===== src/rtl/pic_port_pkg.sv =====
`timescale 1ns/1ps
package pic_port_pkg;

   typedef enum logic [2:0] {
      OP_IDLE,
      OP_START,
      OP_SELECT,
      OP_PRIO,
      OP_SETUP,
      OP_MASK
   } port_op_e;

   typedef enum logic [1:0] {
      IS_RUN,
      IS_BASE,
      IS_CASC,
      IS_MODE
   } init_st_e;

   typedef struct packed {
      port_op_e   op;
      logic [2:0] cmd;
      logic [2:0] tgt;
   } port_cmd_t;

endpackage


===== src/rtl/pic_cmd_decode.sv =====
`timescale 1ns/1ps
module pic_cmd_decode
   import pic_port_pkg::*;
(
   input  logic       wr_en,
   input  logic       addr,
   input  logic [7:0] wdata,
   input  logic       in_init,
   output port_cmd_t  pc
);

   always_comb begin
      pc.cmd = wdata[7:5];
      pc.tgt = wdata[2:0];
      if (!wr_en)
         pc.op = OP_IDLE;
      else if (!addr) begin
         if (wdata[4])
            pc.op = OP_START;
         else if (wdata[3])
            pc.op = OP_SELECT;
         else
            pc.op = OP_PRIO;
      end else
         pc.op = in_init ? OP_SETUP : OP_MASK;
   end

endmodule


===== src/rtl/pic_rot_prio.sv =====
`timescale 1ns/1ps
module pic_rot_prio #(
   parameter int N = 8,
   localparam int LW = $clog2(N)
)(
   input  logic [N-1:0]  mask,
   input  logic [LW-1:0] rot,
   output logic          found,
   output logic [LW-1:0] rank
);

   logic [N-1:0] rotated;

   for (genvar g = 0; g < N; g++) begin : g_rot
      assign rotated[g] = mask[LW'(g) + rot];
   end

   always_comb begin
      rank = '0;
      for (int i = N - 1; i >= 0; i--)
         if (rotated[i]) rank = LW'(i);
   end

   assign found = |mask;

endmodule


===== src/rtl/pic_req_capture.sv =====
`timescale 1ns/1ps
module pic_req_capture #(
   parameter int N = 8
)(
   input  logic         clk,
   input  logic         rst_n,
   input  logic [N-1:0] lines,
   input  logic [N-1:0] clr,
   input  logic         flush,
   output logic [N-1:0] irr
);

   logic [N-1:0] last_q;
   logic [N-1:0] edges;

   assign edges = lines & ~last_q;

   always_ff @(posedge clk) begin
      if (!rst_n) begin
         irr    <= '0;
         last_q <= '0;
      end else if (flush) begin
         irr    <= '0;
         last_q <= '0;
      end else begin
         irr    <= (irr & ~clr) | edges;
         last_q <= lines;
      end
   end


   edge_capture_chk: assert property (@(posedge clk) disable iff (!rst_n)
      (|edges) && !flush |=> ((irr & $past(edges)) == $past(edges)));

endmodule


===== src/rtl/pic_cmd_port.sv =====
`timescale 1ns/1ps
module pic_cmd_port
   import pic_port_pkg::*;
#(
   parameter int NLINES = 8,
   parameter int DW     = 8,
   localparam int LW    = $clog2(NLINES)
)(
   input  logic              clk,
   input  logic              rst_n,
   input  logic [NLINES-1:0] irq_in,
   input  logic              wr_en,
   input  logic              rd_en,
   input  logic              addr,
   input  logic [DW-1:0]     wdata,
   input  logic              ack,
   output logic [DW-1:0]     rdata,
   output logic              int_req,
   output logic [LW-1:0]     int_line,
   output logic [DW-1:0]     vec_base,
   output logic              aeoi_mode,
   output logic              sfnm_mode,
   output logic              init_err
);

   localparam logic [DW-1:0] BASE_KEEP = ~DW'(NLINES - 1);
   localparam logic [DW-1:0] POLL_FLAG = DW'(1) << (DW - 1);

   initial begin
      assert (NLINES == 2 || NLINES == 4 || NLINES == 8)
         else $error("NLINES must be 2, 4 or 8");
      assert (DW == 8)
         else $error("DW must be 8");
   end

   logic [NLINES-1:0] imr_q, isr_q, irr_q;
   logic [LW-1:0]     rot_q;
   logic [DW-1:0]     base_q;
   logic              rsel_q, poll_q, smm_q, aeoi_q, raeoi_q, sfnm_q, need4_q, err_q;
   init_st_e          ist_q;

   port_cmd_t         pc;
   logic [LW-1:0]     tgt;
   logic              req_found, svc_found, eoi_found;
   logic [LW-1:0]     req_rank, svc_rank, eoi_rank;
   logic [LW-1:0]     win_line, eoi_line;
   logic [NLINES-1:0] req_mask, svc_mask, irr_clr, win_bit;
   logic              poll_fire, ack_fire;

   pic_cmd_decode u_dec (
      .wr_en   (wr_en),
      .addr    (addr),
      .wdata   (wdata),
      .in_init (ist_q != IS_RUN),
      .pc      (pc)
   );

   assign tgt      = pc.tgt[LW-1:0];
   assign req_mask = irr_q & ~imr_q;
   assign svc_mask = smm_q ? (isr_q & ~imr_q) : isr_q;

   pic_rot_prio #(.N(NLINES)) u_req (
      .mask (req_mask), .rot (rot_q), .found (req_found), .rank (req_rank));
   pic_rot_prio #(.N(NLINES)) u_svc (
      .mask (svc_mask), .rot (rot_q), .found (svc_found), .rank (svc_rank));
   pic_rot_prio #(.N(NLINES)) u_eoi (
      .mask (isr_q),    .rot (rot_q), .found (eoi_found), .rank (eoi_rank));

   assign win_line = req_rank + rot_q;
   assign eoi_line = eoi_rank + rot_q;
   assign int_req  = req_found && (!svc_found || (req_rank < svc_rank));
   assign win_bit  = NLINES'(1) << win_line;

   assign poll_fire = rd_en && !wr_en && poll_q;
   assign ack_fire  = ack && !wr_en && !poll_fire && int_req;
   assign irr_clr   = ((poll_fire && int_req) || ack_fire) ? win_bit : '0;

   pic_req_capture #(.N(NLINES)) u_cap (
      .clk   (clk),
      .rst_n (rst_n),
      .lines (irq_in),
      .clr   (irr_clr),
      .flush (pc.op == OP_START),
      .irr   (irr_q)
   );

   always_ff @(posedge clk) begin
      if (!rst_n) begin
         imr_q   <= '0;
         isr_q   <= '0;
         rot_q   <= '0;
         base_q  <= '0;
         rsel_q  <= 1'b0;
         poll_q  <= 1'b0;
         smm_q   <= 1'b0;
         aeoi_q  <= 1'b0;
         raeoi_q <= 1'b0;
         sfnm_q  <= 1'b0;
         need4_q <= 1'b0;
         err_q   <= 1'b0;
         ist_q   <= IS_RUN;
      end else begin
         unique case (pc.op)
            OP_START: begin
               imr_q   <= '0;
               isr_q   <= '0;
               rot_q   <= '0;
               base_q  <= '0;
               rsel_q  <= 1'b0;
               poll_q  <= 1'b0;
               smm_q   <= 1'b0;
               aeoi_q  <= 1'b0;
               raeoi_q <= 1'b0;
               sfnm_q  <= 1'b0;
               need4_q <= wdata[0];
               err_q   <= wdata[1] | wdata[3];
               ist_q   <= IS_BASE;
            end
            OP_SELECT: begin
               if (wdata[2]) poll_q <= 1'b1;
               if (wdata[1]) rsel_q <= wdata[0];
               if (wdata[6]) smm_q  <= wdata[5];
            end
            OP_PRIO: begin
               case (pc.cmd)
                  3'd0, 3'd4: raeoi_q <= pc.cmd[2];
                  3'd1, 3'd5: begin
                     if (eoi_found) begin
                        isr_q[eoi_line] <= 1'b0;
                        if (pc.cmd[2]) rot_q <= eoi_line + LW'(1);
                     end
                  end
                  3'd3, 3'd7: begin
                     isr_q[tgt] <= 1'b0;
                     if (pc.cmd[2]) rot_q <= tgt + LW'(1);
                  end
                  3'd6: rot_q <= tgt + LW'(1);
                  default: ;
               endcase
            end
            OP_SETUP: begin
               case (ist_q)
                  IS_BASE: begin
                     base_q <= wdata & BASE_KEEP;
                     ist_q  <= IS_CASC;
                  end
                  IS_CASC: ist_q <= need4_q ? IS_MODE : IS_RUN;
                  IS_MODE: begin
                     sfnm_q <= wdata[4];
                     aeoi_q <= wdata[1];
                     ist_q  <= IS_RUN;
                  end
                  default: ist_q <= IS_RUN;
               endcase
            end
            OP_MASK: imr_q <= wdata[NLINES-1:0];
            default: begin
               if (poll_fire) begin
                  poll_q <= 1'b0;
                  if (int_req) isr_q[win_line] <= 1'b0;
               end else if (ack_fire) begin
                  if (!aeoi_q)
                     isr_q[win_line] <= 1'b1;
                  else if (raeoi_q)
                     rot_q <= win_line + LW'(1);
               end
            end
         endcase
      end
   end

   always_comb begin
      if (poll_q)
         rdata = int_req ? (POLL_FLAG | DW'(win_line)) : '0;
      else if (addr)
         rdata = DW'(imr_q);
      else if (rsel_q)
         rdata = DW'(isr_q);
      else
         rdata = DW'(irr_q);
   end

   assign int_line  = win_line;
   assign vec_base  = base_q;
   assign aeoi_mode = aeoi_q;
   assign sfnm_mode = sfnm_q;
   assign init_err  = err_q;


   start_clear_chk: assert property (@(posedge clk) disable iff (!rst_n)
      wr_en && !addr && wdata[4] |=> (imr_q == '0) && (isr_q == '0) && (irr_q == '0) && (ist_q == IS_BASE));


   mode_err_chk: assert property (@(posedge clk) disable iff (!rst_n)
      wr_en && !addr && wdata[4] && (wdata[1] || wdata[3]) |=> init_err);


   spec_eoi_chk: assert property (@(posedge clk) disable iff (!rst_n)
      wr_en && !addr && !wdata[4] && !wdata[3] && (wdata[7:5] == 3'd3)
      |=> !isr_q[$past(wdata[LW-1:0])]);


   ack_service_chk: assert property (@(posedge clk) disable iff (!rst_n)
      ack_fire && !aeoi_q |=> isr_q[$past(win_line)]);


   poll_once_chk: assert property (@(posedge clk) disable iff (!rst_n)
      poll_fire |=> !poll_q);

endmodule


===== config.mk =====
export PLATFORM = sky130hd
export DESIGN_NAME = pic_cmd_port
export DESIGN_NICKNAME = d
export VERILOG_FILES = /design/src/rtl/pic_port_pkg.sv /design/src/rtl/pic_cmd_decode.sv /design/src/rtl/pic_rot_prio.sv /design/src/rtl/pic_req_capture.sv /design/src/rtl/pic_cmd_port.sv
export SDC_FILE = /design/constraint.sdc
export NUM_CORES = 1
export LEC_CHECK = 0
export BUFFER_PORTS_ARGS = -buffer_cell sky130_fd_sc_hd__buf_2
export CORE_AREA = 5 5 112 104
export DETAILED_ROUTE_END_ITERATION = 10
export DIE_AREA = 0 0 117 109
export SLEW_MARGIN = 10
export SYNTH_ARGS = -nofsm -noshare
export SYNTH_HDL_FRONTEND = slang
export SYNTH_SLANG_ARGS = --single-unit

===== constraint.sdc =====
create_clock -name clk -period 4.97 [get_ports clk]
set_input_delay 0 -clock clk [delete_from_list [all_inputs] [get_ports clk]]
set_output_delay 0 -clock clk [all_outputs]
set_load 0.1 [all_outputs]

* Word level (Yosys, flattened, before mapping) *
Index checks and enable logic that the tools add are counted.

operators by class
  reduce and logical (&&, ||, !) cells = 43
  muxes and demuxes = 124
  equal/unequal tests = 28
  bitwise gates (word level) = 19
  shift operators = 1
  $add $sub $neg = 12
  $lt $le $gt $ge = 15

operators by type and width
  operator               count
  $mux W3                34
  $mux W8                12
  $bmux W1 S3            24
  $and A8 B8 Y8          7
  $not A8 Y8             6
  $pmux W8 S2            3
  $lt A3 B4 Y1 const B   11
  $mux W1                36
  $pmux W8 S3            1
  $reduce_or A8 Y1       3
  $eq A3 B3 Y1 const B   6
  $pmux W3 S3            2
  $or A8 B8 Y8           2
  $add A3 B3 Y3 const A  4
  $reduce_bool A3 Y1     4
  $logic_and A1 B1 Y1    10
  $pmux W1 S2            5
  $reduce_and A2 Y1      5
  $reduce_bool A2 Y1     5
  $add A3 B1 Y3 const B  3
  $demux W1 S3           3
  $eq A3 B2 Y1 const B   3
  $ge A3 B1 Y1 const B   3
  $ne A3 B3 Y1 const B   3
  other kinds (27)       47

storage, ports and cells
  flip-flop bits (word level) = 53
  logic and storage cells = 257
  output and inout port bits = 23
  input bits = 22

* Depth between registers and ports, before layout *
  word-level depth = 22
  mapped depth = 18
  mapped depth without buffers = 16

* By module *
Synthesis repeated with hierarchy kept, for this count alone.

second synthesis, totals
  cells, all modules = 623
  area, all modules = 5276.3 um^2

modules (own cells, without submodules)
  module           sequential area each (um^2)  times used  area each (um^2)  cells each
  pic_cmd_port     680.7                        1           2601.2            354
  pic_rot_prio     0.0                          3           671.9             69
  pic_req_capture  320.3                        1           579.3             51
  pic_cmd_decode   0.0                          1           80.1              11

* Worst setup path after synthesis *
OpenSTA, ideal clock, no wires.

  path kind = reg-to-output
  start point = register rot_q[1]
  end point = output rdata[2]
  data required time = 4970 ps
  buffers on the path = 1
  stages on the path, launching flop included = 16
  slack = -246 ps
  arrival = 5216 ps
  path through = dfxtp_1 clkinv_1 ha_1 xnor2_1 mux4_2 mux2i_1 nor2_1 a21o_1 inv_1 ha_1 and2_1 o221ai_1 o211a_2 nand2b_1 buf_4 mux2i_1

between the ends
  cells in the longest elaborated chain, start to end = 16
  elaborated cells on any way between the ends = 61
  those cells by class = 8 x add/sub; 1 x order compare; 50 x mux; 2 x reduce/logical

RTL lines
  item                           line                 RTL
  start, declared                pic_cmd_port.sv:37   logic [LW-1:0] rot_q;
  start signal, assigned         pic_cmd_port.sv:130  if (pc.cmd[2]) rot_q <= eoi_line + LW'(1);
  start signal, assigned         pic_cmd_port.sv:135  if (pc.cmd[2]) rot_q <= tgt + LW'(1);
  start signal, assigned         pic_cmd_port.sv:137  3'd6: rot_q <= tgt + LW'(1);
  $add A3 B3 Y3                  pic_rot_prio.sv:15   assign rotated[g] = mask[LW'(g) + rot];
  $bmux W1 S3                    pic_rot_prio.sv:15
  $mux W1 (not written as such)  pic_rot_prio.sv:15
  $mux W3 (8 in a row)           pic_rot_prio.sv:21   if (rotated[i]) rank = LW'(i);
  $lt A3 B3 Y1 (*)               pic_cmd_port.sv:71   assign int_req = req_found && (!svc_found || (req_rank < svc_rank));
  $logic_or A1 B1 Y1 (*)         pic_cmd_port.sv:71
  $logic_and A1 B1 Y1 (*)        pic_cmd_port.sv:71
  named net int_req              pic_cmd_port.sv:18   output logic int_req,
  $mux W8 (*)                    pic_cmd_port.sv:174  rdata = int_req ? (POLL_FLAG | DW'(win_line)) : '0;
  $mux W8 (*)                    pic_cmd_port.sv:173  if (poll_q)
  end, declared                  pic_cmd_port.sv:17   output logic [DW-1:0] rdata,

The timed path passes the listed nets; every way through them passes the cells marked *. The select of a mux whose other input is x is not followed.

* Final worst setup path *
  start point = register rot_q[0]
  end point = output rdata[2]

between the ends
  cells in the longest elaborated chain, start to end = 16
  elaborated cells on any way between the ends = 61
  those cells by class = 8 x add/sub; 1 x order compare; 50 x mux; 2 x reduce/logical

RTL lines
  item                           line
  $add A3 B3 Y3                  pic_rot_prio.sv:15
  $bmux W1 S3                    pic_rot_prio.sv:15
  $mux W1 (not written as such)  pic_rot_prio.sv:15
  $mux W3 (8 in a row)           pic_rot_prio.sv:21
  $lt A3 B3 Y1                   pic_cmd_port.sv:71
  $logic_or A1 B1 Y1             pic_cmd_port.sv:71
  $logic_and A1 B1 Y1            pic_cmd_port.sv:71
  $mux W8 (*)                    pic_cmd_port.sv:174
  $mux W8 (*)                    pic_cmd_port.sv:173

Every way passes the cells marked *; elsewhere a longest branch is shown, timed or not. The select of a mux whose other input is x is not followed.

==> metrics <==
Reg clk slew, reported paths=70 ps; hold_ws=20.4 ps; first-pass GRT wire length=22500 µm; crit path from=rot_q[0]$_SDFFE_PN0P_; crit path max fanout=26; post-route minimum period=4520 ps; delay-heaviest family, CP=simple AND/OR/NAND/NOR gates; # DRC=0; Via density=6.39; Mapped Cells=528; count of cell types in the netlist=70; Hold Fails Final Rpt=0; initial antenna violation count=0; cts bufs inserted=5; largest cells by area after synthesis=dfxtp_1, mux4_2, mux2i_1; Resized cells post-CTS=0; Worst VDD drop=1400 µV; vias=4368; crit-path cells=buf_4 > ha_1 > xnor2_4 > mux4_2 > or4b_4 > a21o_1 > inv_1 > ha_1 > and2_1 > o221ai_1 > o211a_2 > nand2b_1 > mux2i_2 > buf_12; Async S/R FF share, synth=0; synthesized area per cell=8.55 µm²; initial detailed-routing violation count=382; Max Slew Vio Count=0; # rows=36; Final Power=2.55 mW; CTS tree=done; Worst Hold Class=primary input to flip-flop; Buf/Inv on CP=3; critical path endpoint category=output port; vias in the first global route=4201; Critical-path top delay cell=mux4_2; Die W=117 µm; area leader, netlist=dfxtp_1; utilization after layout=0.480; drt pass-1 iters=5; detailed-placement wirelength estimate=10400 µm; Final setup viols=0; Yosys reg bits=50; reg2reg start=rot_q[0]$_SDFFE_PN0P_; ys flop type=dfxtp_1; Critical Path RT=4970 ps; CP Class=flip-flop to output port; total negative slack=0 ps; ratio of final minimum period to clock period=0.910; share of the synthesized area in the top cell type=0.222; dominant cell by count in the synthesized netlist=nand2_1; most frequent CP cell=ha_1; endpoint of the worst register-to-register path=rot_q[2]$_SDFFE_PN0P_; clk_skew=8.83 ps; core area=10500 µm²; reg2reg setup slack=480 ps; Boundary Pins=45; Layout Cell Area excl Fill=5010 µm²; CP arrival=4520 ps; fraction of layout cells with a size suffix above 1=0.207; Die Ht=109 µm; Routed Antenna Nets=0; final WL=14000 µm; RSZ-0062 raised after global routing=false; Worst setup endpoint=rdata[2]; Port Buffer Count=41; synth cell count leaders=nand2_1, dfxtp_1, a21oi_1; DR WL/cell=20.4 µm; Cell Area, Synth=4520 µm²; area added between synthesis and finish=11.0%; P_leak=1.86 nW; Post-synth EDFFs=0; Slew @ Worst Pin=987 ps; # diodes=0; status=completed; worst r2r path cells=16; slowest stage delay, CP=600 ps; Final #Nets=584; Seq/Total Area, Yosys=0.222; max-cap violations=0; Clock Path Buffers=2; Area after DPL=4750 µm²; grt total ovfl=0; Fillers=1042; WP depth=14; Worst setup SP type=flip-flop; CTS Root Cell=clkbuf_16; gpl congestion=0.909; Max Clock Freq=221 MHz; Starting Density=0.432; largest net degree at the start of global routing=34; H-tree depth=2; clk_lat worst skew=290 ps; Yosys Warn Count=0; clock sink count=50; Power Density=508 nW/µm²; slew margin rel.=0.342; GRT Util Overall=0.226; die area=12800 µm²
[per-stage QoR]
step | std cells | worst slack (ps)
floorplan | 530 | 286
global placement | 668 | 645
detailed placement | 668 | 547
CTS | 684 | 482
global route | 684 | 175
finish | 684 | 445
[kinds of logic (layout without fill, tap and decap cells)]
kind of cell	Yosys count	after routing	share of synthesized area
AND/OR/NAND/NOR	193	193	0.223
other	1	3	0.000830
AO/OA/AOI/OAI	132	132	0.198
multiplexers	69	69	0.234
flip-flops	50	50	0.222
buffers and inverters	62	83	0.0629
adder cells (fa/ha/maj)	12	12	0.0349
XOR/XNOR	9	9	0.0249
[layout by cell type, fill, tap and decap left out, types with 6 or more instances in the layout]
cell | synthesis | layout
nand4_1 | 11 | 11
a211oi_1 | 6 | 6
nand3_1 | 25 | 25
buf_2 | 2 | 40
nand2_1 | 51 | 51
o211ai_1 | 11 | 11
inv_1 | 17 | 17
a21o_1 | 6 | 6
nand2b_1 | 20 | 20
nor2b_1 | 9 | 9
buf_4 | 7 | 7
nor2_1 | 39 | 39
o311ai_1 | 7 | 7
o311ai_0 | 7 | 7
ha_1 | 11 | 11
dfxtp_1 | 50 | 49
a21oi_1 | 45 | 45
mux2_2 | 16 | 16
mux4_2 | 25 | 25
mux2i_1 | 26 | 25
dlygate4sd3_1 | 0 | 8
o21ai_0 | 17 | 17
[worst reg2reg max path: stages, from the launching register on]
cell and delay (ps):
dfxtp_2 350, inv_2 110, ha_1 610, mux4_2 570
mux2_2 310, a21oi_1 150, o211ai_1 100, nand2_1 80
a21boi_0 90, ha_1 210, fa_1 370, xnor2_1 170
xnor2_2 430, a21oi_1 160, a21oi_1 180, xnor2_1 80
o41ai_1 380
[what timing repair did]
action	CTS	global route
setup endpoints to repair	0	0
hold buffers	8	0
hold endpoints to repair	12	0
buffers inserted	0	0
[where the power goes]
group | internal [mW] | switching [mW]
registers | 0.433 | 0.0698
clock network | 0.254 | 0.161
logic | 0.502 | 1.13
total | 1.19 | 1.36
[routing by layer]
layer	global-route usage	vias to the layer above	routed length, µm
li1	-	2023	-
met1	0.315	2130	6050
met2	0.369	189	6640
met3	0.0194	26	956
met4	0.0745	0	311
met5	0	-	0
[cell type report]
type / instances / area (µm²) / area share
clock buffer: 6 / 139 / 0.0277
tap: 133 / 166 / 0.0332
inverter: 19 / 71.3 / 0.0142
timing repair buffer: 56 / 353 / 0.0704
sequential: 50 / 1000 / 0.200
multi-input combinational: 418 / 3240 / 0.647
clock inverter: 2 / 38.8 / 0.00774
[worst min path at each step]
stage / slack (ps) / startpoint / endpoint / depth (start not counted)
global route: 20 / wdata[7] / raeoi_q$_SDFFE_PN0P_ / 3
detailed placement: 210 / irq_in[6] / u_cap.last_q[6]$_SDFF_PP0_ / 3
finish: 20 / wdata[7] / vec_base[7]$_SDFFE_PN0P_ / 3
floorplan: 110 / irq_in[4] / u_cap.last_q[4]$_SDFF_PP0_ / 2
global placement: 200 / irq_in[6] / u_cap.last_q[6]$_SDFF_PP0_ / 3
CTS: 6 / wdata[7] / raeoi_q$_SDFFE_PN0P_ / 3
No activity file was read; power rests on OpenSTA's default activity.
